## src/rtl/thr_sampler_pkg.sv

```systemverilog
package thr_sampler_pkg;

    typedef enum logic [1:0] {
        SMP_IDLE = 2'd0,
        SMP_RAMP = 2'd1,
        SMP_HOLD = 2'd2
    } smp_state_e;

    typedef struct packed {
        logic clr;
        logic inc;
    } ramp_ctl_t;

    function automatic logic code_is_full(input logic [15:0] c, input int unsigned w);
        logic [15:0] full;
        full = (16'd1 << w) - 16'd1;
        return c == full;
    endfunction

endpackage

```

## src/rtl/thr_ramp_cnt.sv

```systemverilog
module thr_ramp_cnt
    import thr_sampler_pkg::*;
#(
    parameter int unsigned CODE_W = 6
) (
    input  logic              clk,
    input  logic              rst,
    input  ramp_ctl_t         ctl,
    output logic [CODE_W-1:0] code,
    output logic              at_full
);
    localparam logic [CODE_W-1:0] FULL = {CODE_W{1'b1}};

    always_ff @(posedge clk) begin
        if (rst || ctl.clr) begin
            code <= '0;
        end else if (ctl.inc && code != FULL) begin
            code <= code + 1'b1;
        end
    end

    assign at_full = code_is_full(16'(code), CODE_W);

    // A plain increment never wraps to zero
    assert_no_wrap_R5: assert property (@(posedge clk) disable iff (rst)
        (code == FULL && !ctl.clr) |=> code == FULL);

endmodule

```

## src/rtl/thr_seq_ctrl.sv

```systemverilog
module thr_seq_ctrl
    import thr_sampler_pkg::*;
#(
    parameter int unsigned CODE_W = 6
) (
    input  logic              clk,
    input  logic              rst,
    input  logic              bias_ok,
    input  logic              start,
    input  logic              cmp_trip,
    input  logic              step_tick,
    input  logic              at_full,
    input  logic [CODE_W-1:0] code,
    output ramp_ctl_t         ctl,
    output logic              busy,
    output logic              done
);
    smp_state_e state, state_nxt;

    always_comb begin
        state_nxt = state;
        ctl       = '0;
        if (!bias_ok) begin
            state_nxt = SMP_IDLE;
            ctl.clr   = 1'b1;
        end else begin
            unique case (state)
                SMP_IDLE, SMP_HOLD: begin
                    if (start) begin
                        state_nxt = SMP_RAMP;
                        ctl.clr   = 1'b1;
                    end
                end
                SMP_RAMP: begin
                    if (cmp_trip) begin
                        state_nxt = SMP_HOLD;
                    end else if (step_tick) begin
                        if (at_full) state_nxt = SMP_HOLD;
                        else         ctl.inc   = 1'b1;
                    end
                end
                default: state_nxt = SMP_IDLE;
            endcase
        end
    end

    always_ff @(posedge clk) begin
        if (rst) state <= SMP_IDLE;
        else     state <= state_nxt;
    end

    assign busy = (state == SMP_RAMP);
    assign done = (state == SMP_HOLD);

    assert_bias_loss_R1: assert property (@(posedge clk) disable iff (rst)
        !bias_ok |=> (code == '0 && !busy && !done));

    assert_start_R2: assert property (@(posedge clk) disable iff (rst)
        (bias_ok && start && !busy) |=> (busy && !done && code == '0));

    assert_step_R3: assert property (@(posedge clk) disable iff (rst)
        (bias_ok && busy && step_tick && !cmp_trip && !at_full) |=> code == $past(code) + 1'b1);

    assert_freeze_R4: assert property (@(posedge clk) disable iff (rst)
        (bias_ok && busy && cmp_trip) |=> (done && !busy && code == $past(code)));

    assert_hold_R6: assert property (@(posedge clk) disable iff (rst)
        (bias_ok && !busy && !start) |=> (code == $past(code) && done == $past(done)));

    assert_busy_start_R7: assert property (@(posedge clk) disable iff (rst)
        (bias_ok && busy && start && !step_tick && !cmp_trip) |=> (busy && code == $past(code)));

    assert_exclusive_R4: assert property (@(posedge clk) disable iff (rst)
        $onehot0({busy, done}));

endmodule

```

## src/rtl/thr_sampler.sv

```systemverilog
module thr_sampler
    import thr_sampler_pkg::*;
#(
    parameter int unsigned CODE_W = 6
) (
    input  logic              clk,
    input  logic              rst,
    input  logic              bias_ok,
    input  logic              start,
    input  logic              cmp_trip,
    input  logic              step_tick,
    output logic [CODE_W-1:0] code,
    output logic              busy,
    output logic              done,
    output logic              gate_inhibit
);
    ramp_ctl_t ctl;
    logic      at_full;

    thr_seq_ctrl #(.CODE_W(CODE_W)) u_ctrl (
        .clk(clk), .rst(rst), .bias_ok(bias_ok), .start(start),
        .cmp_trip(cmp_trip), .step_tick(step_tick), .at_full(at_full),
        .code(code), .ctl(ctl), .busy(busy), .done(done)
    );

    thr_ramp_cnt #(.CODE_W(CODE_W)) u_cnt (
        .clk(clk), .rst(rst), .ctl(ctl), .code(code), .at_full(at_full)
    );

    assign gate_inhibit = busy;

    assert_inhibit_R8: assert property (@(posedge clk) disable iff (rst)
        $rose(busy) |-> gate_inhibit);

endmodule

```

## config.mk

```make
export PLATFORM = sky130hd
export DESIGN_NAME = thr_sampler
export DESIGN_NICKNAME = d
export VERILOG_FILES = /design/src/rtl/thr_sampler_pkg.sv /design/src/rtl/thr_ramp_cnt.sv /design/src/rtl/thr_seq_ctrl.sv /design/src/rtl/thr_sampler.sv
export SDC_FILE = /design/constraint.sdc
export NUM_CORES = 1
export LEC_CHECK = 0
export ABC_AREA = 1
export BUFFER_PORTS_ARGS = -buffer_cell sky130_fd_sc_hd__buf_2
export CAP_MARGIN = 10
export CORE_MARGIN = 4
export CORE_UTILIZATION = 25
export DETAILED_ROUTE_END_ITERATION = 10
export PLACE_DENSITY = 0.54
export SLEW_MARGIN = 15
export SYNTH_ARGS = -nofsm -noshare
export SYNTH_HDL_FRONTEND = slang
export SYNTH_SLANG_ARGS = --single-unit
```

## constraint.sdc

```tcl
create_clock -name clk -period 2.9 [get_ports clk]
set_clock_uncertainty 0.2 [all_clocks]
set_input_delay 0.58 -clock clk [delete_from_list [all_inputs] [get_ports clk]]
set_output_delay 0.58 -clock clk [all_outputs]
set_load 0.1 [all_outputs]
```

==> run_summary.xml <==
<?xml version="1.0" encoding="UTF-8"?>
<metrics>
  <group name="routing">
    <metric name="detail-route-antenna-nets" unit="">0</metric>
    <metric name="drt-vias-per-instance" unit="">4.37</metric>
    <metric name="num_vias" unit="">498</metric>
    <metric name="first_iter_violations" unit="">13</metric>
    <metric name="drt_pass1_iterations" unit="">4</metric>
    <metric name="wl_per_cell" unit="µm">8.80</metric>
    <metric name="wl" unit="µm">1000</metric>
    <metric name="drt_drc_violations_left" unit="">0</metric>
  </group>
  <group name="worst_setup_path">
    <metric name="crit_arrival" unit="ps">1200</metric>
    <metric name="worst-path-max-fanout" unit="">4</metric>
    <metric name="worst_setup_path_endpoint" unit="">busy</metric>
    <metric name="worst_setup_path_end_kind" unit="">output port</metric>
    <metric name="worst-r2r-cell-count" unit="">7</metric>
    <metric name="start_kind" unit="">register</metric>
    <metric name="critical-path-max-stage-delay" unit="ps">430</metric>
    <metric name="regToRegStartpoint" unit="">u_cnt.code[0]</metric>
    <metric name="worst_r2r_endpoint" unit="">u_cnt.code[2]</metric>
    <metric name="cp.required" unit="ps">2120</metric>
    <metric name="critical_path_cell_by_cell" unit="">nand2_1 -&gt; inv_1 -&gt; buf_2</metric>
    <metric name="timing.critical_path.slowest_stage_cell" unit="">sky130_fd_sc_hd__buf_2</metric>
    <metric name="crit_buf_inv" unit="">2</metric>
    <metric name="critical_path.startpoint" unit="">u_ctrl.state[0]</metric>
    <metric name="crit_cells" unit="">3</metric>
    <metric name="critPathTopFamily" unit="">buffers and inverters</metric>
    <metric name="regToRegSetupSlack" unit="ps">1370</metric>
    <metric name="crit_type" unit="">reg -&gt; out</metric>
  </group>
  <group name="min_path">
    <metric name="timing.hold.worst.start" unit="">u_cnt.code[4]</metric>
    <metric name="hold_path.class" unit="">reg -&gt; reg</metric>
    <metric name="hold_path_depth" unit="">2</metric>
  </group>
  <group name="clocking">
    <metric name="cts_made_buffers" unit="">3</metric>
    <metric name="clk_path_buf_depth" unit="">2</metric>
    <metric name="cts_hold_buf" unit="">0</metric>
    <metric name="cts_resized" unit="">0</metric>
    <metric name="number_of_buffers_inserted_by_post_cts_setup_repair" unit="">0</metric>
    <metric name="clk_pin_slew_worst_paths" unit="ps">60</metric>
    <metric name="tritoncts" unit="">done</metric>
    <metric name="root_buffer" unit="">sky130_fd_sc_hd__clkbuf_4</metric>
    <metric name="clock_sinks" unit="">8</metric>
    <metric name="insertion_delay" unit="ps">250</metric>
    <metric name="cts-htree-levels" unit="">1</metric>
  </group>
  <group name="sta">
    <metric name="setup_viol_count_final" unit="">0</metric>
    <metric name="setup_repair_after_global_routing_missed_its_margin" unit="">no</metric>
    <metric name="hold_violations" unit="">0</metric>
    <metric name="fin_ws" unit="ps">920</metric>
    <metric name="setup_total_negative_slack" unit="ps">0</metric>
    <metric name="finalCritPeriodShare" unit="%">68.3</metric>
    <metric name="period_needed" unit="ps">1980</metric>
    <metric name="f_max" unit="MHz">505</metric>
    <metric name="tightest_slew" unit="ps">486</metric>
    <metric name="fin_worst_hold_slack" unit="ps">300</metric>
    <metric name="relative_slew_slack" unit="%">67.8</metric>
    <metric name="final_max_slew_viol_count" unit="">0</metric>
  </group>
  <group name="grt">
    <metric name="grt_antenna_before_repair" unit="">0</metric>
    <metric name="grt_max_degree" unit="">10</metric>
    <metric name="grt_pass1_vias" unit="">417</metric>
    <metric name="grt_usage" unit="%">8.92</metric>
    <metric name="grt_pass1_wl" unit="µm">1780</metric>
    <metric name="grt-ovfl-total" unit="">0</metric>
  </group>
  <group name="logic_synthesis">
    <metric name="synth_area_per_cell" unit="µm²">6.68</metric>
    <metric name="syn_area" unit="µm²">488</metric>
    <metric name="synthesis.nets" unit="">80</metric>
    <metric name="synth.lib_cells_used.distinct" unit="">14</metric>
    <metric name="ys_seq_elements" unit="">8</metric>
    <metric name="ys.warnings.count" unit="">0</metric>
    <metric name="ys_seq_area_share" unit="%">32.8</metric>
    <metric name="synthCells" unit="">73</metric>
  </group>
  <group name="die">
    <metric name="placement_rows" unit="">15</metric>
    <metric name="initial_core_util" unit="%">27.4</metric>
    <metric name="die_height" unit="µm">52.2</metric>
    <metric name="die_width" unit="µm">52.2</metric>
    <metric name="fp.dieArea" unit="µm²">2720</metric>
    <metric name="core_region_area" unit="µm²">1780</metric>
    <metric name="design.portCount" unit="">15</metric>
  </group>
  <group name="layout">
    <metric name="final_layout_size_suffix_gt1_share" unit="%">25.8</metric>
    <metric name="finalNetCount" unit="">98</metric>
    <metric name="num-fill-cells" unit="">202</metric>
    <metric name="fin_area" unit="µm²">604</metric>
    <metric name="antenna_diodes" unit="">0</metric>
    <metric name="layout.area.seq" unit="µm²">160</metric>
    <metric name="layout-area-overhead-vs-synth" unit="%">23.8</metric>
    <metric name="final_core_utilization" unit="%">33.9</metric>
    <metric name="area_occupied_by_multi_input_gates" unit="µm²">268</metric>
  </group>
  <group name="placement">
    <metric name="placed_area" unit="µm²">582</metric>
    <metric name="detailedPlacementHpwl" unit="µm">776</metric>
    <metric name="post-place-ws" unit="ps">1180</metric>
    <metric name="port_buffers" unit="">14</metric>
    <metric name="place_congestion" unit="">0.767</metric>
  </group>
  <group name="status">
    <metric name="outcome" unit="">complete, no violations</metric>
  </group>
  <group name="power">
    <metric name="peakVddDrop" unit="mV">0.182</metric>
    <metric name="power_density" unit="nW/µm²">373</metric>
    <metric name="power.leakage" unit="µW">0.000288</metric>
  </group>
  <group name="run">
    <metric name="cap_viol_max_count" unit="">0</metric>
  </group>
</metrics>
[registers in the layout, summed over array words and instances (netlist names)]
signal	count
u_ctrl.state	2
u_cnt.code	6
[worst reg2reg max path: cells and delay by family (launching register included)]
family                     cells  cell delay [ps]
DFF                            1              420
AOI/OAI and AO/OA              1              120
and+or+nand+nor                5              470
adders and majority gates      1              250
[routing by layer]
layer / share of wire [%] / up-vias / GRT usage (%)
li1: - / 264 / -
met5: 0 / - / 0
met1: 50 / 213 / 12.5
met3: 8.5 / 2 / 3.42
met4: 1.2 / 0 / 5.11
met2: 40 / 19 / 11.3
[where the power goes]
| part | internal, µW | switching (µW) | total, µW |
|---|---|---|---|
| clock network | 47.5 | 39.8 | 87.3 |
| logic | 6.26 | 20.0 | 26.2 |
| registers | 111 | 0.774 | 112 |
| total | 165 | 60.6 | 225 |
[per-stage QoR]
step / cells / power [µW]
6_report: 114 / 225
3_3_place_gp: 111 / 141
3_5_place_dp: 111 / 141
4_1_cts: 114 / 229
5_1_grt: 114 / 239
2_1_floorplan: 73 / 135
[Yosys cell counts (all sizes together)]
master | n | share of area, %
xor2 | 1 | 1.8
a21oi | 7 | 7.2
dfxtp | 8 | 33
ha | 1 | 2.6
buf | 1 | 1.5
inv | 14 | 11
nand3 | 10 | 11
nor2 | 8 | 9.2
nand2 | 20 | 19
nand4 | 3 | 3.8
[cell type report]
| class | count | share of cell area [%] |
|---|---|---|
| timing repair buffer | 14 | 11.6 |
| tap | 25 | 5.18 |
| clock buffer | 3 | 3.73 |
| inverter | 14 | 8.70 |
| multi-input combinational | 50 | 44.3 |
| sequential | 8 | 26.5 |
[how the worst min path moves through the flow]
| stage | end | slack, ps |
|---|---|---|
| 2_1_floorplan | u_ctrl.state[0] | 360 |
| 3_3_place_gp | u_cnt.code[4] | 280 |
| 3_5_place_dp | u_cnt.code[4] | 290 |
| 4_1_cts | u_cnt.code[4] | 300 |
| 5_1_grt | u_cnt.code[4] | 350 |
| 6_report | u_cnt.code[4] | 300 |
[cells by family after synthesis]
family | Yosys count | synth area share [%]
simple gates | 41 | 43.3
buf+inv | 15 | 12.3
flops | 8 | 32.8
compound gates | 7 | 7.18
xor+xnor | 1 | 1.80
fa+ha+maj | 1 | 2.56
[placed cells by master, fill, tap and decap left out, drive strengths merged]
cell	netlist	routed
inv	14	14
nand2	20	20
buf	1	14
ha	1	1
clkbuf	0	3
nor2	8	8
dfxtp	8	8
nand4	3	3
xor2	1	1
nand3	10	10
a21oi	7	7
(Power assumes the default switching activity.)
